File: config.mk
export PLATFORM = sky130hd
export DESIGN_NAME = phy_hs_master
export DESIGN_NICKNAME = d
export VERILOG_FILES = /design/src/rtl/phy_hs_pkg.sv /design/src/rtl/phy_hs_ack_sync.sv /design/src/rtl/phy_hs_poll_timer.sv /design/src/rtl/phy_hs_master.sv
export SDC_FILE = /design/constraint.sdc
export NUM_CORES = 1
export LEC_CHECK = 0
export ABC_AREA = 1
export BUFFER_PORTS_ARGS = -buffer_cell sky130_fd_sc_hd__buf_2
export CORE_ASPECT_RATIO = 0.8
export CORE_MARGIN = 3
export CORE_UTILIZATION = 35
export CTS_CLUSTER_DIAMETER = 100
export CTS_CLUSTER_SIZE = 28
export DETAILED_ROUTE_END_ITERATION = 12
export GPL_ROUTABILITY_DRIVEN = 0
export PLACE_DENSITY_LB_ADDON = 0.2
export SLEW_MARGIN = 30
export SYNTH_ARGS = -nofsm -noshare
export SYNTH_HDL_FRONTEND = slang
export SYNTH_SLANG_ARGS = --single-unit
File: constraint.sdc
create_clock -name clk -period 1.8 [get_ports clk]
set_clock_uncertainty 0.05 [all_clocks]
set_input_delay 0.18 -clock clk [delete_from_list [all_inputs] [get_ports clk]]
set_output_delay 0.18 -clock clk [all_outputs]
set_load 0.01 [all_outputs]
File: src/rtl/phy_hs_pkg.sv
package phy_hs_pkg;
    localparam int DATA_W   = 16;
    localparam int CTRL_W   = 20;
    localparam int STAT_W   = 17;
    localparam int BIT_ACAP = 16;
    localparam int BIT_DCAP = 17;
    localparam int BIT_WSTB = 18;
    localparam int BIT_RSTB = 19;
    localparam int BIT_ACK  = 16;

    typedef enum logic [3:0] {
        S_IDLE, S_ADDR_SET, S_ADDR_CAP, S_ADDR_REL,
        S_DATA_SET, S_DATA_CAP, S_DATA_REL, S_WR_STB, S_WR_REL,
        S_RD_STB, S_RD_REL, S_DONE, S_FAIL
    } hs_state_e;
endpackage

File: src/rtl/phy_hs_ack_sync.sv
module phy_hs_ack_sync (
    input  logic clk,
    input  logic rst_n,
    input  logic ack_in,
    output logic ack_out
);
    logic [1:0] stage;

    always_ff @(posedge clk or negedge rst_n) begin
        if (!rst_n) stage <= 2'b00;
        else        stage <= {stage[0], ack_in};
    end

    assign ack_out = stage[1];
endmodule

File: src/rtl/phy_hs_poll_timer.sv
module phy_hs_poll_timer #(
    parameter int POLL_CYCLES = 100,
    parameter int MAX_POLLS   = 10
) (
    input  logic clk,
    input  logic rst_n,
    input  logic run,
    input  logic restart,
    output logic check,
    output logic last
);
    localparam int TW = (POLL_CYCLES > 1) ? $clog2(POLL_CYCLES) : 1;
    localparam int PW = $clog2(MAX_POLLS + 1);
    localparam logic [TW-1:0] TICK_END = TW'(POLL_CYCLES - 1);
    localparam logic [PW-1:0] POLL_END = PW'(MAX_POLLS - 1);

    logic [TW-1:0] tick;
    logic [PW-1:0] polls;

    always_ff @(posedge clk or negedge rst_n) begin
        if (!rst_n) begin
            tick  <= '0;
            polls <= '0;
        end else if (!run || restart) begin
            tick  <= '0;
            polls <= '0;
        end else if (tick == TICK_END) begin
            tick  <= '0;
            polls <= polls + 1'b1;
        end else begin
            tick <= tick + 1'b1;
        end
    end

    assign check = run && (tick == TICK_END);
    assign last  = (polls == POLL_END);

    // the poll count never passes its bound
    a_r5_poll_bound: assert property (@(posedge clk) disable iff (!rst_n)
        polls < PW'(MAX_POLLS));
endmodule

File: src/rtl/phy_hs_master.sv
module phy_hs_master
    import phy_hs_pkg::*;
#(
    parameter int CLK_MHZ   = 100,
    parameter int POLL_US   = 1,
    parameter int MAX_POLLS = 10
) (
    input  logic                 clk,
    input  logic                 rst_n,
    input  logic                 req_valid,
    input  logic                 req_write,
    input  logic [DATA_W-1:0]    req_addr,
    input  logic [DATA_W-1:0]    req_wdata,
    output logic                 busy,
    output logic                 done,
    output logic                 err,
    output logic [DATA_W-1:0]    rdata,
    output logic [CTRL_W-1:0]    phy_ctrl,
    input  logic [STAT_W-1:0]    phy_stat
);
    localparam int POLL_CYCLES = CLK_MHZ * POLL_US;

    hs_state_e          state, state_n;
    logic [DATA_W-1:0]  addr_q, data_q;
    logic               wr_q;
    logic               ack_s, check, last;
    logic               waiting, want_ack;

    phy_hs_ack_sync u_sync (
        .clk(clk), .rst_n(rst_n), .ack_in(phy_stat[BIT_ACK]), .ack_out(ack_s)
    );

    phy_hs_poll_timer #(.POLL_CYCLES(POLL_CYCLES), .MAX_POLLS(MAX_POLLS)) u_timer (
        .clk(clk), .rst_n(rst_n), .run(waiting),
        .restart(state_n != state), .check(check), .last(last)
    );

    // state register and request capture
    always_ff @(posedge clk or negedge rst_n) begin
        if (!rst_n) begin
            state  <= S_IDLE;
            addr_q <= '0;
            data_q <= '0;
            wr_q   <= 1'b0;
            rdata  <= '0;
        end else begin
            state <= state_n;
            if (state == S_IDLE && req_valid) begin
                addr_q <= req_addr;
                data_q <= req_wdata;
                wr_q   <= req_write;
            end
            if (state == S_RD_STB && check && ack_s)
                rdata <= phy_stat[DATA_W-1:0];
        end
    end

    // next-state logic
    always_comb begin
        state_n = state;
        if (waiting && check && (ack_s != want_ack) && last) begin
            state_n = S_FAIL;
        end else begin
            unique case (state)
                S_IDLE:     if (req_valid) state_n = S_ADDR_SET;
                S_ADDR_SET: state_n = S_ADDR_CAP;
                S_ADDR_CAP: if (check && ack_s)  state_n = S_ADDR_REL;
                S_ADDR_REL: if (check && !ack_s) state_n = wr_q ? S_DATA_SET : S_RD_STB;
                S_DATA_SET: state_n = S_DATA_CAP;
                S_DATA_CAP: if (check && ack_s)  state_n = S_DATA_REL;
                S_DATA_REL: if (check && !ack_s) state_n = S_WR_STB;
                S_WR_STB:   if (check && ack_s)  state_n = S_WR_REL;
                S_WR_REL:   if (check && !ack_s) state_n = S_DONE;
                S_RD_STB:   if (check && ack_s)  state_n = S_RD_REL;
                S_RD_REL:   if (check && !ack_s) state_n = S_DONE;
                S_DONE:     state_n = S_IDLE;
                S_FAIL:     state_n = S_IDLE;
                default:    state_n = S_IDLE;
            endcase
        end
    end

    // outputs decoded from the state
    always_comb begin
        phy_ctrl = '0;
        waiting  = 1'b0;
        want_ack = 1'b0;
        unique case (state)
            S_ADDR_SET: phy_ctrl = {4'b0000, addr_q};
            S_ADDR_CAP: begin
                phy_ctrl = {4'b0000, addr_q};
                phy_ctrl[BIT_ACAP] = 1'b1;
                waiting = 1'b1; want_ack = 1'b1;
            end
            S_ADDR_REL: begin phy_ctrl = {4'b0000, addr_q}; waiting = 1'b1; end
            S_DATA_SET: phy_ctrl = {4'b0000, data_q};
            S_DATA_CAP: begin
                phy_ctrl = {4'b0000, data_q};
                phy_ctrl[BIT_DCAP] = 1'b1;
                waiting = 1'b1; want_ack = 1'b1;
            end
            S_DATA_REL: begin phy_ctrl = {4'b0000, data_q}; waiting = 1'b1; end
            S_WR_STB: begin
                phy_ctrl[BIT_WSTB] = 1'b1;
                waiting = 1'b1; want_ack = 1'b1;
            end
            S_WR_REL: begin phy_ctrl = {4'b0000, data_q}; waiting = 1'b1; end
            S_RD_STB: begin
                phy_ctrl[BIT_RSTB] = 1'b1;
                waiting = 1'b1; want_ack = 1'b1;
            end
            S_RD_REL: waiting = 1'b1;
            default:  phy_ctrl = '0;
        endcase
    end

    assign busy = (state != S_IDLE) && (state != S_DONE) && (state != S_FAIL);
    assign done = (state == S_DONE);
    assign err  = (state == S_FAIL);

    // completion and timeout never coincide
    a_r9_done_err_excl: assert property (@(posedge clk) disable iff (!rst_n)
        !(done && err));
    // done is a single-cycle pulse
    a_r9_done_pulse: assert property (@(posedge clk) disable iff (!rst_n)
        done |=> !done);
    // at most one strobe bit on the control word
    a_r3_one_strobe: assert property (@(posedge clk) disable iff (!rst_n)
        $countones(phy_ctrl[BIT_RSTB:BIT_ACAP]) <= 1);
    // a request while busy leaves the captured address alone
    a_r8_no_accept_busy: assert property (@(posedge clk) disable iff (!rst_n)
        (busy && req_valid) |=> $stable(addr_q));
    // read data is held while the block is not busy
    a_r4_rdata_hold: assert property (@(posedge clk) disable iff (!rst_n)
        !busy |=> $stable(rdata));
    // after a timeout the control word is back at zero
    a_r6_err_ctrl_zero: assert property (@(posedge clk) disable iff (!rst_n)
        err |-> (phy_ctrl == '0));
endmodule

==> results_tabular.tex, run 1 <==
\begin{tabular}{lr}
\hline
Metric & Value \\
\hline
\multicolumn{2}{l}{\textbf{Status}} \\
Status & finished with violations \\
Violations in the final reports & setup timing \\
\multicolumn{2}{l}{\textbf{Yosys}} \\
Number of cells produced by synthesis & 393 \\
Count of flip-flops with a built-in enable after synthesis & 0 \\
Area fraction of the dominant cell type after synthesis & 50.8\% \\
Flip-flop and latch count after synthesis & 66 \\
Portion of the post-synthesis area used by sequential elements & 50.8\% \\
Library cell with the largest summed area after synthesis & dfrtp\_1 \\
Number of distinct library cell variants in the gate-level netlist after synthesis & 26 \\
Average cell area after synthesis & 8.26 um\^{}2 \\
Most frequent cell after synthesis & nand2\_1 \\
Proportion of register bits with asynchronous set or reset after synthesis & 100\% \\
Main area contributors after synthesis & dfrtp\_1, nand2\_1, mux2\_2, o21ai\_0, inv\_1 \\
Prevailing post-synth register cell & dfrtp\_1 \\
Warnings from Yosys & 0 \\
Post-synth design cell area & 3250 um\^{}2 \\
Most numerous cell types in the synthesized netlist & nand2\_1, dfrtp\_1, inv\_1 \\
Post-Synthesis Net Count & 449 \\
\multicolumn{2}{l}{\textbf{STA}} \\
Final number of hold-violating endpoints & 0 \\
Peak clock frequency supported by timing & 0.460 GHz \\
Max-slew violation count & 0 \\
Minimum clock period after layout & 2.17 ns \\
RSZ-0062 raised after global routing & yes \\
Final number of setup-violating endpoints & 62 \\
Setup slack after layout & -0.372 ns \\
Tightest slew margin relative to the limit & 76.2\% \\
Final period util & 121\% \\
Setup TNS & -11.38 ns \\
Actual slew at the worst max-slew pin & 0.357 ns \\
\multicolumn{2}{l}{\textbf{Clock network}} \\
Maximum buffer depth of the clock tree & 2 \\
TritonCTS Buffers & 9 \\
Skew-Pair Late Insertion Delay & 0.32 ns \\
H-tree depth reported by CTS & 3 \\
Total number of clock tree sinks & 66 \\
Register clock-pin slew on the reported worst setup and hold paths & 0.05 ns \\
CTS tree & built \\
Cell at the root of the clock tree & clkbuf\_16 \\
\multicolumn{2}{l}{\textbf{Job}} \\
Number of violations of the max-capacitance limit & 0 \\
\multicolumn{2}{l}{\textbf{Layout}} \\
Summed area of non-filler cells in the final layout & 5230 um\^{}2 \\
FILL cells & 746 \\
Area overhead of the layout relative to synthesis & 60.9\% \\
Antenna diode count & 0 \\
Ratio of cells with drive above 1 in the final layout & 52.0\% \\
\# nets final & 619 \\
\multicolumn{2}{l}{\textbf{Power and ir drop}} \\
Power density cells & 1010 nW/um\^{}2 \\
Lkg Pwr & 2.67 nW \\
IR Drop Worst-Case VDD & 0.722 mV \\
\multicolumn{2}{l}{\textbf{Route}} \\
Via count & 3169 \\
Vias per Instance & 4.67 \\
Detailed Route WL & 9710 um \\
First-pass DRT Iterations & 4 \\
Drt wl/cell & 14.3 um \\
Number of antenna-violating nets in the routed design & 0 \\
Number of remaining DRC errors & 0 \\
Starting DRC count in detailed routing & 168 \\
\multicolumn{2}{l}{\textbf{Die}} \\
Overall die height & 92.2 um \\
I/O pin cnt & 92 \\
Core area & 8750 um\^{}2 \\
Die X-Extent & 114 um \\
FP Rows & 30 \\
Area of the die & 10500 um\^{}2 \\
Effective utilization at floorplan & 37.1\% \\
\multicolumn{2}{l}{\textbf{Worst setup path}} \\
Biggest cell delay along the critical path & 0.37 ns \\
Required time reported for the critical path endpoint & 1.97 ns \\
Arrival time worst endpoint & 2.34 ns \\
Highest net fanout along the worst path & 5 \\
Critical Path Start Type & flop \\
Critical Path Slowest Stage Cell & dfrtp\_1 \\
Startpoint-to-endpoint class of the critical path & reg2reg \\
Library cell appearing most often on the critical path & nand2\_2 \\
Type of element capturing the critical path & flop \\
Sequence of cells on the critical path & ha\_2, nand2\_1, nand3b\_1, nor2\_4, nand3\_2, nand2\_1, nand2\_1, nand2\_1, nand2\_2, nand2\_2, nand2\_2, nand2\_2, nor2\_2, nand2\_2, clkbuf\_16, nor2\_2 \\
\multicolumn{2}{l}{\textbf{Global route}} \\
All-layer global routing usage & 17.3\% \\
Number of antenna violations at the first check in global routing & 0 \\
Wire length of the first global-routing pass & 14500 um \\
Largest net degree at the start of global routing & 67 \\
Vias in the first global route & 2999 \\
Grt total ovfl & 0 \\
\multicolumn{2}{l}{\textbf{Place}} \\
Cell area reported after detailed placement & 4190 um\^{}2 \\
Post-placement worst setup slack & -0.396 ns \\
Number of buffers inserted by port buffering & 91 \\
Estimated wirelength of the detail-placed design & 5870 um \\
\multicolumn{2}{l}{\textbf{Worst hold path}} \\
Path type of the worst min-delay path & in2reg \\
\hline
\end{tabular}
[flip-flops by register name, indices dropped and copies added, names as in the netlist]
| register | flops |
|---|---|
| wr_q | 1 |
| u_timer.tick | 7 |
| state | 4 |
| addr_q | 16 |
| u_sync.stage | 2 |
| data_q | 16 |
| u_timer.polls | 4 |
| rdata | 16 |
[per-stage QoR]
stage / utilization, % / std cells / power, mW / hold slack [ns]
6_report: 59.8 / 679 / 5.25 / 0.0106
4_1_cts: 54.0 / 662 / 4.93 / 0.00285
2_1_floorplan: - / 393 / 2.72 / -0.166
5_1_grt: 59.8 / 679 / 5.55 / 0.0138
3_5_place_dp: 47.9 / 633 / 3.22 / 0.180
3_3_place_gp: 47.9 / 633 / 3.20 / 0.175
[path summary, 6_finish.rpt]
path | cells after the start | slack, ns | endpoint | startpoint
min in group asynchronous | 3 | 0.34 | data_q[11]$_DFFE_PN0P_ | rst_n
max in group asynchronous | 3 | 1.04 | state[0]$_DFF_PN0_ | rst_n
setup reg to reg | 16 | -0.37 | u_timer.polls[2]$_DFFE_PN0P_ | u_timer.tick[0]$_DFF_PN0_
hold / removal | 3 | 0.01 | data_q[12]$_DFFE_PN0P_ | req_wdata[12]
setup / recovery | 16 | -0.37 | u_timer.polls[2]$_DFFE_PN0P_ | u_timer.tick[0]$_DFF_PN0_
hold reg to reg | 0 | 0.31 | u_sync.stage[1]$_DFF_PN0_ | u_sync.stage[0]$_DFF_PN0_
[cell families (layout without fill, tap and decap cells)]
kind of cell	count (synthesis)	after routing	synth area share, %
mux	16	16	5.55
fa+ha+maj	3	3	1.16
xor+xnor	5	5	1.35
buf+inv	56	230	6.97
flops	66	66	50.8
simple gates	209	209	28.2
compound gates	38	38	5.93
[layout by cell type (no fill, tap or decap), types with 2 or more instances in the layout]
master	count
nand3_1	13
nor2_4	17
dfrtp_1	64
xor2_1	4
dfrtp_2	2
clkbuf_1	2
buf_12	7
dlygate4sd3_1	4
nand2_2	34
nand3_2	3
nand2_1	101
nor2_2	12
buf_4	44
clkbuf_16	12
o21ai_0	14
buf_2	89
nand3b_1	2
inv_2	8
nor3_1	3
inv_4	2
nand4_1	4
ha_1	2
mux2_2	16
o21ai_2	8
buf_6	21
nand2_4	5
inv_1	32
a21oi_1	2
o21ai_1	12
nor2_1	11
or2_2	2
clkinvlp_4	2
clkbuf_8	2
[layout make-up]
cell class	count	area (um^2)	area share [%]
Sequential cell	66	1650	31.6
Tap cell	112	140	2.68
Multi-Input combinational cell	271	1640	31.4
Clock buffer	13	260	4.98
Timing Repair Buffer	171	1340	25.7
Inverter	44	179	3.42
Clock inverter	2	12.5	0.239
[power by group]
| part | internal (mW) | leakage, nW | switching, mW |
|---|---|---|---|
| combinational | 0.726 | 1.72 | 0.833 |
| sequential | 1.85 | 0.817 | 0.217 |
| clock | 0.998 | 0.132 | 0.626 |
[timing repair]
action / in CTS / in global routing
hold buffers: 4 / 0
gates cloned: 3 / 4
buffers inserted: 7 / 14
hold endpoints to repair: 69 / 0
resized for setup: 26 / 110
endpoints found under the setup margin: 64 / 73
pin swaps: 5 / 15
[worst max-delay path, delay by kind of cell (launching register included)]
family	cells	cell delay, ns
fa+ha+maj	1	0.21
flops	1	0.37
buf+inv	1	0.17
simple gates	14	1.26
[per-layer routing]
| metal | part of all wire (%) | wire, um | GRT usage [%] |
|---|---|---|---|
| met1 | 47 | 4580 | 25.4 |
| met2 | 47 | 4580 | 25.3 |
| met3 | 4.9 | 478 | 4.49 |
| met4 | 0.68 | 66 | 4.20 |
| met5 | 0 | 0 | 0 |
Power figures use the tool's default switching activity.
==> inputs of run 2 (changes only) <==
Settings changed: BUFFER_PORTS_ARGS -buffer_cell sky130_fd_sc_hd__buf_2 to -buffer_cell sky130_fd_sc_hd__buf_4.
==> run 2 against run 1 <==
The run still ends with setup timing left. Register-to-register slack about the same. Maximum frequency about the same. Global-route usage is 0.91 points higher.
==> results_tabular.tex, run 2 (synthesized netlist as in run 1, its figures left out) <==
\begin{tabular}{lr}
\hline
Metric & Value \\
\hline
\multicolumn{2}{l}{\textbf{Status}} \\
Status & finished with violations (unchanged) \\
Violations in the final reports & setup timing (unchanged) \\
\multicolumn{2}{l}{\textbf{Global route}} \\
GR Util met2 & 27.5\% (was 25.3\%) \\
Routing usage on met3 & 5.74\% (was 4.49\%) \\
Grt total ovfl & 0 (unchanged) \\
Largest net degree at the start of global routing & 38 (was 67) \\
Met1 track utilization from global routing & 25.0\% (was 25.4\%) \\
All-layer global routing usage & 18.2\% (was 17.3\%) \\
Number of antenna violations at the first check in global routing & 0 (unchanged) \\
Busiest layer in global routing & met2 (was met1) \\
Vias in the first global route & 3122 (was 2999) \\
Wire length of the first global-routing pass & 15200 um (was 14500 um) \\
\multicolumn{2}{l}{\textbf{STA}} \\
Minimum clock period after layout & 2.17 ns (about the same) \\
Actual slew at the worst max-slew pin & 0.396 ns (was 0.357 ns) \\
Final number of setup-violating endpoints & 52 (was 62) \\
Setup TNS & -10.57 ns (was -11.38 ns) \\
RSZ-0062 raised after global routing & yes (unchanged) \\
Final period util & 121\% (about the same) \\
Peak clock frequency supported by timing & 0.460 GHz (about the same) \\
Max-slew violation count & 0 (unchanged) \\
Final-layout worst hold slack & 0.00496 ns (was 0.0106 ns) \\
Final number of hold-violating endpoints & 0 (unchanged) \\
Tightest slew margin relative to the limit & 73.6\% (was 76.2\%) \\
Setup slack after layout & -0.374 ns (was -0.372 ns) \\
\multicolumn{2}{l}{\textbf{Route}} \\
Starting DRC count in detailed routing & 187 (was 168) \\
Via count & 3172 (was 3169) \\
Vias per Instance & 4.73 (was 4.67) \\
First-pass DRT Iterations & 5 (was 4) \\
Number of remaining DRC errors & 0 (unchanged) \\
Number of antenna-violating nets in the routed design & 0 (unchanged) \\
Drt wl/cell & 14.6 um (was 14.3 um) \\
Detailed Route WL & 9770 um (was 9710 um) \\
\multicolumn{2}{l}{\textbf{Layout}} \\
FILL cells & 743 (was 746) \\
Final core utilization & 60.8\% (was 59.8\%) \\
Ratio of cells with drive above 1 in the final layout & 49.8\% (was 52.0\%) \\
Biggest regs & addr\_q (16), data\_q (16), rdata (16) (unchanged) \\
\# nets final & 609 (was 619) \\
Antenna diode count & 0 (unchanged) \\
Most frequent cells in the layout & buf\_4, nand2\_1, dfrtp\_1 (was nand2\_1, buf\_2, dfrtp\_1) \\
Leading cell type in the layout, fill and taps excluded & buf\_4 (was nand2\_1) \\
Area overhead of the layout relative to synthesis & 63.8\% (was 60.9\%) \\
Area taken by flip-flops and latches & 1650 um\^{}2 (unchanged) \\
Total area of multi-input combinational cells & 1680 um\^{}2 (was 1640 um\^{}2) \\
\multicolumn{2}{l}{\textbf{Worst setup path}} \\
Arrival time worst endpoint & 2.38 ns (was 2.34 ns) \\
Required time reported for the critical path endpoint & 2.01 ns (was 1.97 ns) \\
Setup slack on the worst flop-to-flop path & -0.37 ns (about the same) \\
Critical Path Start Type & flop (unchanged) \\
Highest net fanout along the worst path & 5 (unchanged) \\
Type of element capturing the critical path & flop (unchanged) \\
Startpoint-to-endpoint class of the critical path & reg2reg (unchanged) \\
\multicolumn{2}{l}{\textbf{Die}} \\
Overall die height & 92.2 um (unchanged) \\
I/O pin cnt & 92 (unchanged) \\
Area of the die & 10500 um\^{}2 (unchanged) \\
Core area & 8750 um\^{}2 (unchanged) \\
FP Rows & 30 (unchanged) \\
Effective utilization at floorplan & 37.1\% (unchanged) \\
Die X-Extent & 114 um (unchanged) \\
\multicolumn{2}{l}{\textbf{Power and ir drop}} \\
Switching power total & 1.62 mW (was 1.68 mW) \\
Internal power & 3.71 mW (was 3.58 mW) \\
Lkg Pwr & 2.74 nW (was 2.67 nW) \\
Power Total & 5.33 mW (was 5.25 mW) \\
Clk network pwr share & 32.1\% (was 30.9\%) \\
Gate power share & 29.8\% (was 29.7\%) \\
Power density cells & 1000 nW/um\^{}2 (was 1010 nW/um\^{}2) \\
IR Drop Worst-Case VDD & 0.618 mV (was 0.722 mV) \\
Sw Ratio & 30.4\% (was 31.9\%) \\
Share of power burned in registers & 38.1\% (was 39.4\%) \\
\multicolumn{2}{l}{\textbf{Clock network}} \\
Register clock-pin slew on the reported worst setup and hold paths & 0.06 ns (was 0.05 ns) \\
CTS tree & built (unchanged) \\
Total number of clock tree sinks & 66 (unchanged) \\
TritonCTS Buffers & 9 (unchanged) \\
H-tree depth reported by CTS & 3 (unchanged) \\
Cell at the root of the clock tree & clkbuf\_16 (unchanged) \\
Skew-Pair Late Insertion Delay & 0.32 ns (about the same) \\
Maximum buffer depth of the clock tree & 2 (unchanged) \\
\multicolumn{2}{l}{\textbf{Place}} \\
Estimated wirelength of the detail-placed design & 6100 um (was 5870 um) \\
Number of buffers inserted by port buffering & 91 (unchanged) \\
\multicolumn{2}{l}{\textbf{Worst hold path}} \\
Path type of the worst min-delay path & in2reg (unchanged) \\
\multicolumn{2}{l}{\textbf{Job}} \\
Number of violations of the max-capacitance limit & 0 (unchanged) \\
\hline
\end{tabular}
-- run 2: cell types whose count changed in the layout (fill, tap and decap cells not counted), sizes merged --
cell         before  now
inv              43   44
bufinv            0    1
dlygate4sd3       4    3
clkbuf           16   13
buf             163  156
-- run 2: path summary, 6_finish.rpt --
check | endpoint | start | cells past startpoint
worst min register to register | u_sync.stage[1]$_DFF_PN0_ | u_sync.stage[0]$_DFF_PN0_ | 0
worst max register to register | u_timer.tick[2]$_DFF_PN0_ | state[3]$_DFF_PN0_ | 17
max in group asynchronous | u_timer.tick[0]$_DFF_PN0_ | rst_n | 3
worst min-delay path | addr_q[14]$_DFFE_PN0P_ | req_addr[14] | 3
worst max-delay path | u_timer.tick[2]$_DFF_PN0_ | state[3]$_DFF_PN0_ | 17
min in group asynchronous | data_q[13]$_DFFE_PN0P_ | rst_n | 2
-- run 2: area by class of cell --
| class | count | share of cell area (%) |
|---|---|---|
| Multi-Input combinational cell | 271 | 31.6 |
| Clock inverter | 4 | 0.964 |
| Clock buffer | 12 | 4.45 |
| Inverter | 44 | 3.22 |
| Tap cell | 112 | 2.63 |
| Timing Repair Buffer | 161 | 26.0 |
| Sequential cell | 66 | 31.1 |
-- run 2: what timing repair did --
item / in CTS / in global routing
resized for setup: 53 / 67
gates cloned: 3 / 1
hold buffers: 3 / 0
endpoints found under the setup margin: 66 / 73
endpoints found under the hold margin: 31 / 0
buffers inserted: 7 / 9
pin swaps: 5 / 18
-- run 2: power groups by stage --
stage	Clock, mW	Sequential [mW]	Combinational, mW
after floorplan	0	2.01	0.703
after global placement	0	2.03	1.33
after detailed placement	0	2.04	1.34
after CTS	1.75	2.02	1.46
after global routing	1.82	2.06	1.78
final	1.71	2.03	1.59
-- run 2: layer usage --
layer,vias to the layer above,share of wire (%)
met2,91,47
met1,1523,46
met4,0,0.93
met3,8,6.2
li1,1550,-
met5,-,0
-- run 2: stage by stage --
step	worst slack, ns	std cells	cell area (um^2)
floorplan	-0.104	393	3250
global placement	-0.387	631	4400
detailed placement	-0.506	631	4400
CTS	-0.272	660	4990
global route	-0.512	670	5320
finish	-0.374	670	5320
-- run 2: worst max-delay path, cell delays in order (launching register included) --
cell       delay [ns]
dfrtp_2          0.45
buf_6            0.15
inv_2            0.07
nor2_4           0.04
nand2_2          0.10
nand3_1          0.09
nand2_1          0.09
nand2_2          0.08
nand2_2          0.09
nand2_2          0.07
nor2_4           0.11
nand2_2          0.08
nand2_2          0.08
nand2_2          0.06
nor2_2           0.12
nand2_2          0.12
clkbuf_16        0.19
nor2_2           0.07
==> inputs of run 3 (changes only) <==
Settings changed: CELL_PAD_IN_SITES_DETAIL_PLACEMENT from default to 0, CELL_PAD_IN_SITES_GLOBAL_PLACEMENT from default to 2, CORE_UTILIZATION 35 to 27.
==> run 3 against run 2 <==
The run still ends with setup timing left. Maximum frequency fell by 2.0%. Wire length is 4.4% higher. Sequential share of layout area down 1.9 points. Highest routed layer unchanged. Sequential power about the same. Cell area grew 6.7%. Via count fell by 1.9%.
==> results_tabular.tex, run 3 (synthesized netlist as in run 1, its figures left out) <==
\begin{tabular}{lr}
\hline
Metric & Value \\
\hline
\multicolumn{2}{l}{\textbf{STA}} \\
Final number of setup-violating endpoints & 45 (was 52) \\
Final period util & 123\% (was 121\%) \\
Max-slew violation count & 0 (unchanged) \\
Peak clock frequency supported by timing & 0.451 GHz (was 0.460 GHz) \\
RSZ-0062 raised after global routing & yes (unchanged) \\
Actual slew at the worst max-slew pin & 0.503 ns (was 0.396 ns) \\
Minimum clock period after layout & 2.22 ns (was 2.17 ns) \\
Setup slack after layout & -0.417 ns (was -0.374 ns) \\
Final-layout worst hold slack & 0.00846 ns (was 0.00496 ns) \\
Final number of hold-violating endpoints & 0 (unchanged) \\
Tightest slew margin relative to the limit & 66.5\% (was 73.6\%) \\
\multicolumn{2}{l}{\textbf{Worst setup path}} \\
Highest net fanout along the worst path & 7 (was 5) \\
Sequence of cells on the critical path & buf\_6, nor2\_4, inv\_2, nor2\_4, inv\_2, nand2\_2, a21oi\_4, buf\_12, buf\_12, o21ai\_2, buf\_4 (was buf\_6, inv\_2, nor2\_4, nand2\_2, nand3\_1, nand2\_1, nand2\_2, nand2\_2, nand2\_2, nor2\_4, nand2\_2, nand2\_2, nand2\_2, nor2\_2, nand2\_2, clkbuf\_16, nor2\_2) \\
Type of element capturing the critical path & output pin (was flop) \\
Number of buffers and inverters on the critical path & 6 (was 3) \\
Required time reported for the critical path endpoint & 1.57 ns (was 2.01 ns) \\
Startpoint-to-endpoint class of the critical path & reg2out (was reg2reg) \\
End of the worst register-to-register path & u\_timer.polls[2]\$\_DFFE\_PN0P\_ (was u\_timer.tick[2]\$\_DFF\_PN0\_) \\
Biggest cell delay along the critical path & 0.48 ns (was 0.45 ns) \\
Setup slack on the worst flop-to-flop path & -0.39 ns (was -0.37 ns) \\
Category of cells accounting for the largest share of critical-path delay & buffers and inverters (was simple AND/OR/NAND/NOR gates) \\
Arrival time worst endpoint & 1.99 ns (was 2.38 ns) \\
Number of cells on the worst reg-to-reg path & 14 (was 17) \\
Critical Path Start Type & flop (unchanged) \\
Critical Path Slowest Stage Cell & dfrtp\_2 (unchanged) \\
Launching point of the worst reg2reg path & state[3]\$\_DFF\_PN0\_ (unchanged) \\
\multicolumn{2}{l}{\textbf{Status}} \\
Violations in the final reports & setup timing (unchanged) \\
Status & finished with violations (unchanged) \\
\multicolumn{2}{l}{\textbf{Route}} \\
Vias per Instance & 4.29 (was 4.73) \\
Number of antenna-violating nets in the routed design & 0 (unchanged) \\
Starting DRC count in detailed routing & 82 (was 187) \\
First-pass DRT Iterations & 4 (was 5) \\
Detailed Route WL & 10200 um (was 9770 um) \\
Via count & 3113 (was 3172) \\
Drt wl/cell & 14.0 um (was 14.6 um) \\
Number of remaining DRC errors & 0 (unchanged) \\
\multicolumn{2}{l}{\textbf{Global route}} \\
Grt total ovfl & 0 (unchanged) \\
Number of antenna violations at the first check in global routing & 0 (unchanged) \\
Wire length of the first global-routing pass & 15900 um (was 15200 um) \\
Largest net degree at the start of global routing & 52 (was 38) \\
All-layer global routing usage & 15.1\% (was 18.2\%) \\
Vias in the first global route & 3220 (was 3122) \\
\multicolumn{2}{l}{\textbf{Clock network}} \\
Skew-Pair Late Insertion Delay & 0.33 ns (was 0.32 ns) \\
CTS tree & built (unchanged) \\
TritonCTS Buffers & 9 (unchanged) \\
Total number of clock tree sinks & 66 (unchanged) \\
Register clock-pin slew on the reported worst setup and hold paths & 0.06 ns (about the same) \\
H-tree depth reported by CTS & 3 (unchanged) \\
Maximum buffer depth of the clock tree & 2 (unchanged) \\
Cell at the root of the clock tree & clkbuf\_16 (unchanged) \\
\multicolumn{2}{l}{\textbf{Layout}} \\
Leading cell type in the layout, fill and taps excluded & buf\_4 (unchanged) \\
Ratio of cells with drive above 1 in the final layout & 49.8\% (about the same) \\
Antenna diode count & 0 (unchanged) \\
Summed area of non-filler cells in the final layout & 5670 um\^{}2 (was 5320 um\^{}2) \\
Most frequent cells in the layout & buf\_4, nand2\_1, dfrtp\_1 (unchanged) \\
Post-route non-filler standard cell count & 726 (was 670) \\
Area overhead of the layout relative to synthesis & 74.7\% (was 63.8\%) \\
Biggest regs & addr\_q (16), data\_q (16), rdata (16) (unchanged) \\
\# nets final & 629 (was 609) \\
\multicolumn{2}{l}{\textbf{Worst hold path}} \\
Path type of the worst min-delay path & in2reg (unchanged) \\
Origin of the worst min-delay path & req\_addr[9] (was req\_addr[14]) \\
Worst hold path endpoint & addr\_q[9]\$\_DFFE\_PN0P\_ (was addr\_q[14]\$\_DFFE\_PN0P\_) \\
Hold Path Stages & 3 (unchanged) \\
\multicolumn{2}{l}{\textbf{Die}} \\
Effective utilization at floorplan & 27.9\% (was 37.1\%) \\
I/O pin cnt & 92 (unchanged) \\
Die X-Extent & 129 um (was 114 um) \\
Core area & 11600 um\^{}2 (was 8750 um\^{}2) \\
Area of the die & 13400 um\^{}2 (was 10500 um\^{}2) \\
FP Rows & 35 (was 30) \\
Overall die height & 104 um (was 92.2 um) \\
\multicolumn{2}{l}{\textbf{Place}} \\
Total placed cells including tap cells & 671 (was 631) \\
Number of buffers inserted by port buffering & 91 (unchanged) \\
Cell area reported after detailed placement & 4500 um\^{}2 (was 4400 um\^{}2) \\
Estimated wirelength of the detail-placed design & 6670 um (was 6100 um) \\
\multicolumn{2}{l}{\textbf{Power and ir drop}} \\
Sw Ratio & 30.1\% (was 30.4\%) \\
Power density cells & 995 nW/um\^{}2 (was 1000 nW/um\^{}2) \\
Clk network pwr share & 34.0\% (was 32.1\%) \\
Gate power share & 30.2\% (was 29.8\%) \\
Switching power total & 1.70 mW (was 1.62 mW) \\
Internal power & 3.94 mW (was 3.71 mW) \\
Lkg Pwr & 2.85 nW (was 2.74 nW) \\
IR Drop Worst-Case VDD & 0.559 mV (was 0.618 mV) \\
Share of power burned in registers & 35.8\% (was 38.1\%) \\
\multicolumn{2}{l}{\textbf{Job}} \\
Number of violations of the max-capacitance limit & 0 (unchanged) \\
\hline
\end{tabular}
-- run 3: cell count changes in the layout (fill, tap and decap cells not counted), sizes merged --
cell / before / now
buf: 156 / 164
inv: 44 / 45
bufinv: 1 / 2
bufbuf: 1 / 0
dlygate4sd3: 3 / 14
-- run 3: worst max-delay path by stage --
stage,from,to,slack (ns),cells past startpoint
after floorplan,u_timer.tick[0]$_DFF_PN0_,u_timer.polls[1]$_DFFE_PN0P_,-0.10,16
final,state[3]$_DFF_PN0_,phy_ctrl[8],-0.42,11
after CTS,u_timer.tick[1]$_DFF_PN0_,u_timer.polls[0]$_DFFE_PN0P_,-0.30,16
after global routing,state[3]$_DFF_PN0_,u_timer.polls[2]$_DFFE_PN0P_,-0.53,15
after detailed placement,u_timer.tick[0]$_DFF_PN0_,u_timer.polls[0]$_DFFE_PN0P_,-0.29,16
after global placement,state[2]$_DFF_PN0_,u_timer.polls[0]$_DFFE_PN0P_,-0.30,13
-- run 3: timing repair --
item | 4_1_cts | 5_1_grt
buffers inserted | 7 | 18
hold buffers | 14 | 0
setup endpoints to repair | 65 | 64
endpoints found under the hold margin | 46 | 0
gates cloned | 1 | 3
gates resized for setup | 56 | 75
pin swaps | 5 | 15
-- run 3: power groups by stage --
| stage | sequential, mW | clock (mW) | combinational (mW) |
|---|---|---|---|
| floorplan | 2.01 | 0 | 0.703 |
| finish | 2.02 | 1.92 | 1.70 |
| CTS | 2.02 | 1.99 | 1.53 |
| global placement | 2.03 | 0 | 1.36 |
| detailed placement | 2.04 | 0 | 1.37 |
| global route | 2.06 | 2.06 | 1.91 |
-- run 3: metrics by stage --
| step | util, % | power [mW] | setup WS (ns) | TNS [ns] |
|---|---|---|---|---|
| detailed placement | 38.6 | 3.41 | -0.286 | -9.01 |
| CTS | 44.5 | 5.54 | -0.302 | -8.20 |
| floorplan | - | 2.72 | -0.104 | -0.992 |
| global placement | 38.6 | 3.39 | -0.296 | -9.57 |
| global route | 48.7 | 6.03 | -0.531 | -14.62 |
| finish | 48.7 | 5.64 | -0.417 | -10.83 |
-- run 3: routing by layer --
layer  vias to the layer above  share of wire, %  GRT usage (%)
met4                         0              0.85           4.35
met3                         8               7.1           5.34
met2                        80                47           23.2
met5                         -                 0              0
met1                      1435                45           19.9
li1                       1590                 -              -
-- run 3: tightest hold or removal path, delay by kind of cell --
kind,cells,cell delay [ns]
and+or+nand+nor,2,0.09
buffers and inverters,1,0.08
-- run 3: cell type report --
| cell class | count | area, um^2 |
|---|---|---|
| clock buffers | 10 | 239 |
| inverters | 44 | 178 |
| clock inverters | 6 | 88.8 |
| repair buffers | 181 | 1660 |
| well taps | 148 | 185 |
| multi-input cells | 271 | 1670 |
| fillers | 1129 | 5980 |
| flip-flops and latches | 66 | 1660 |
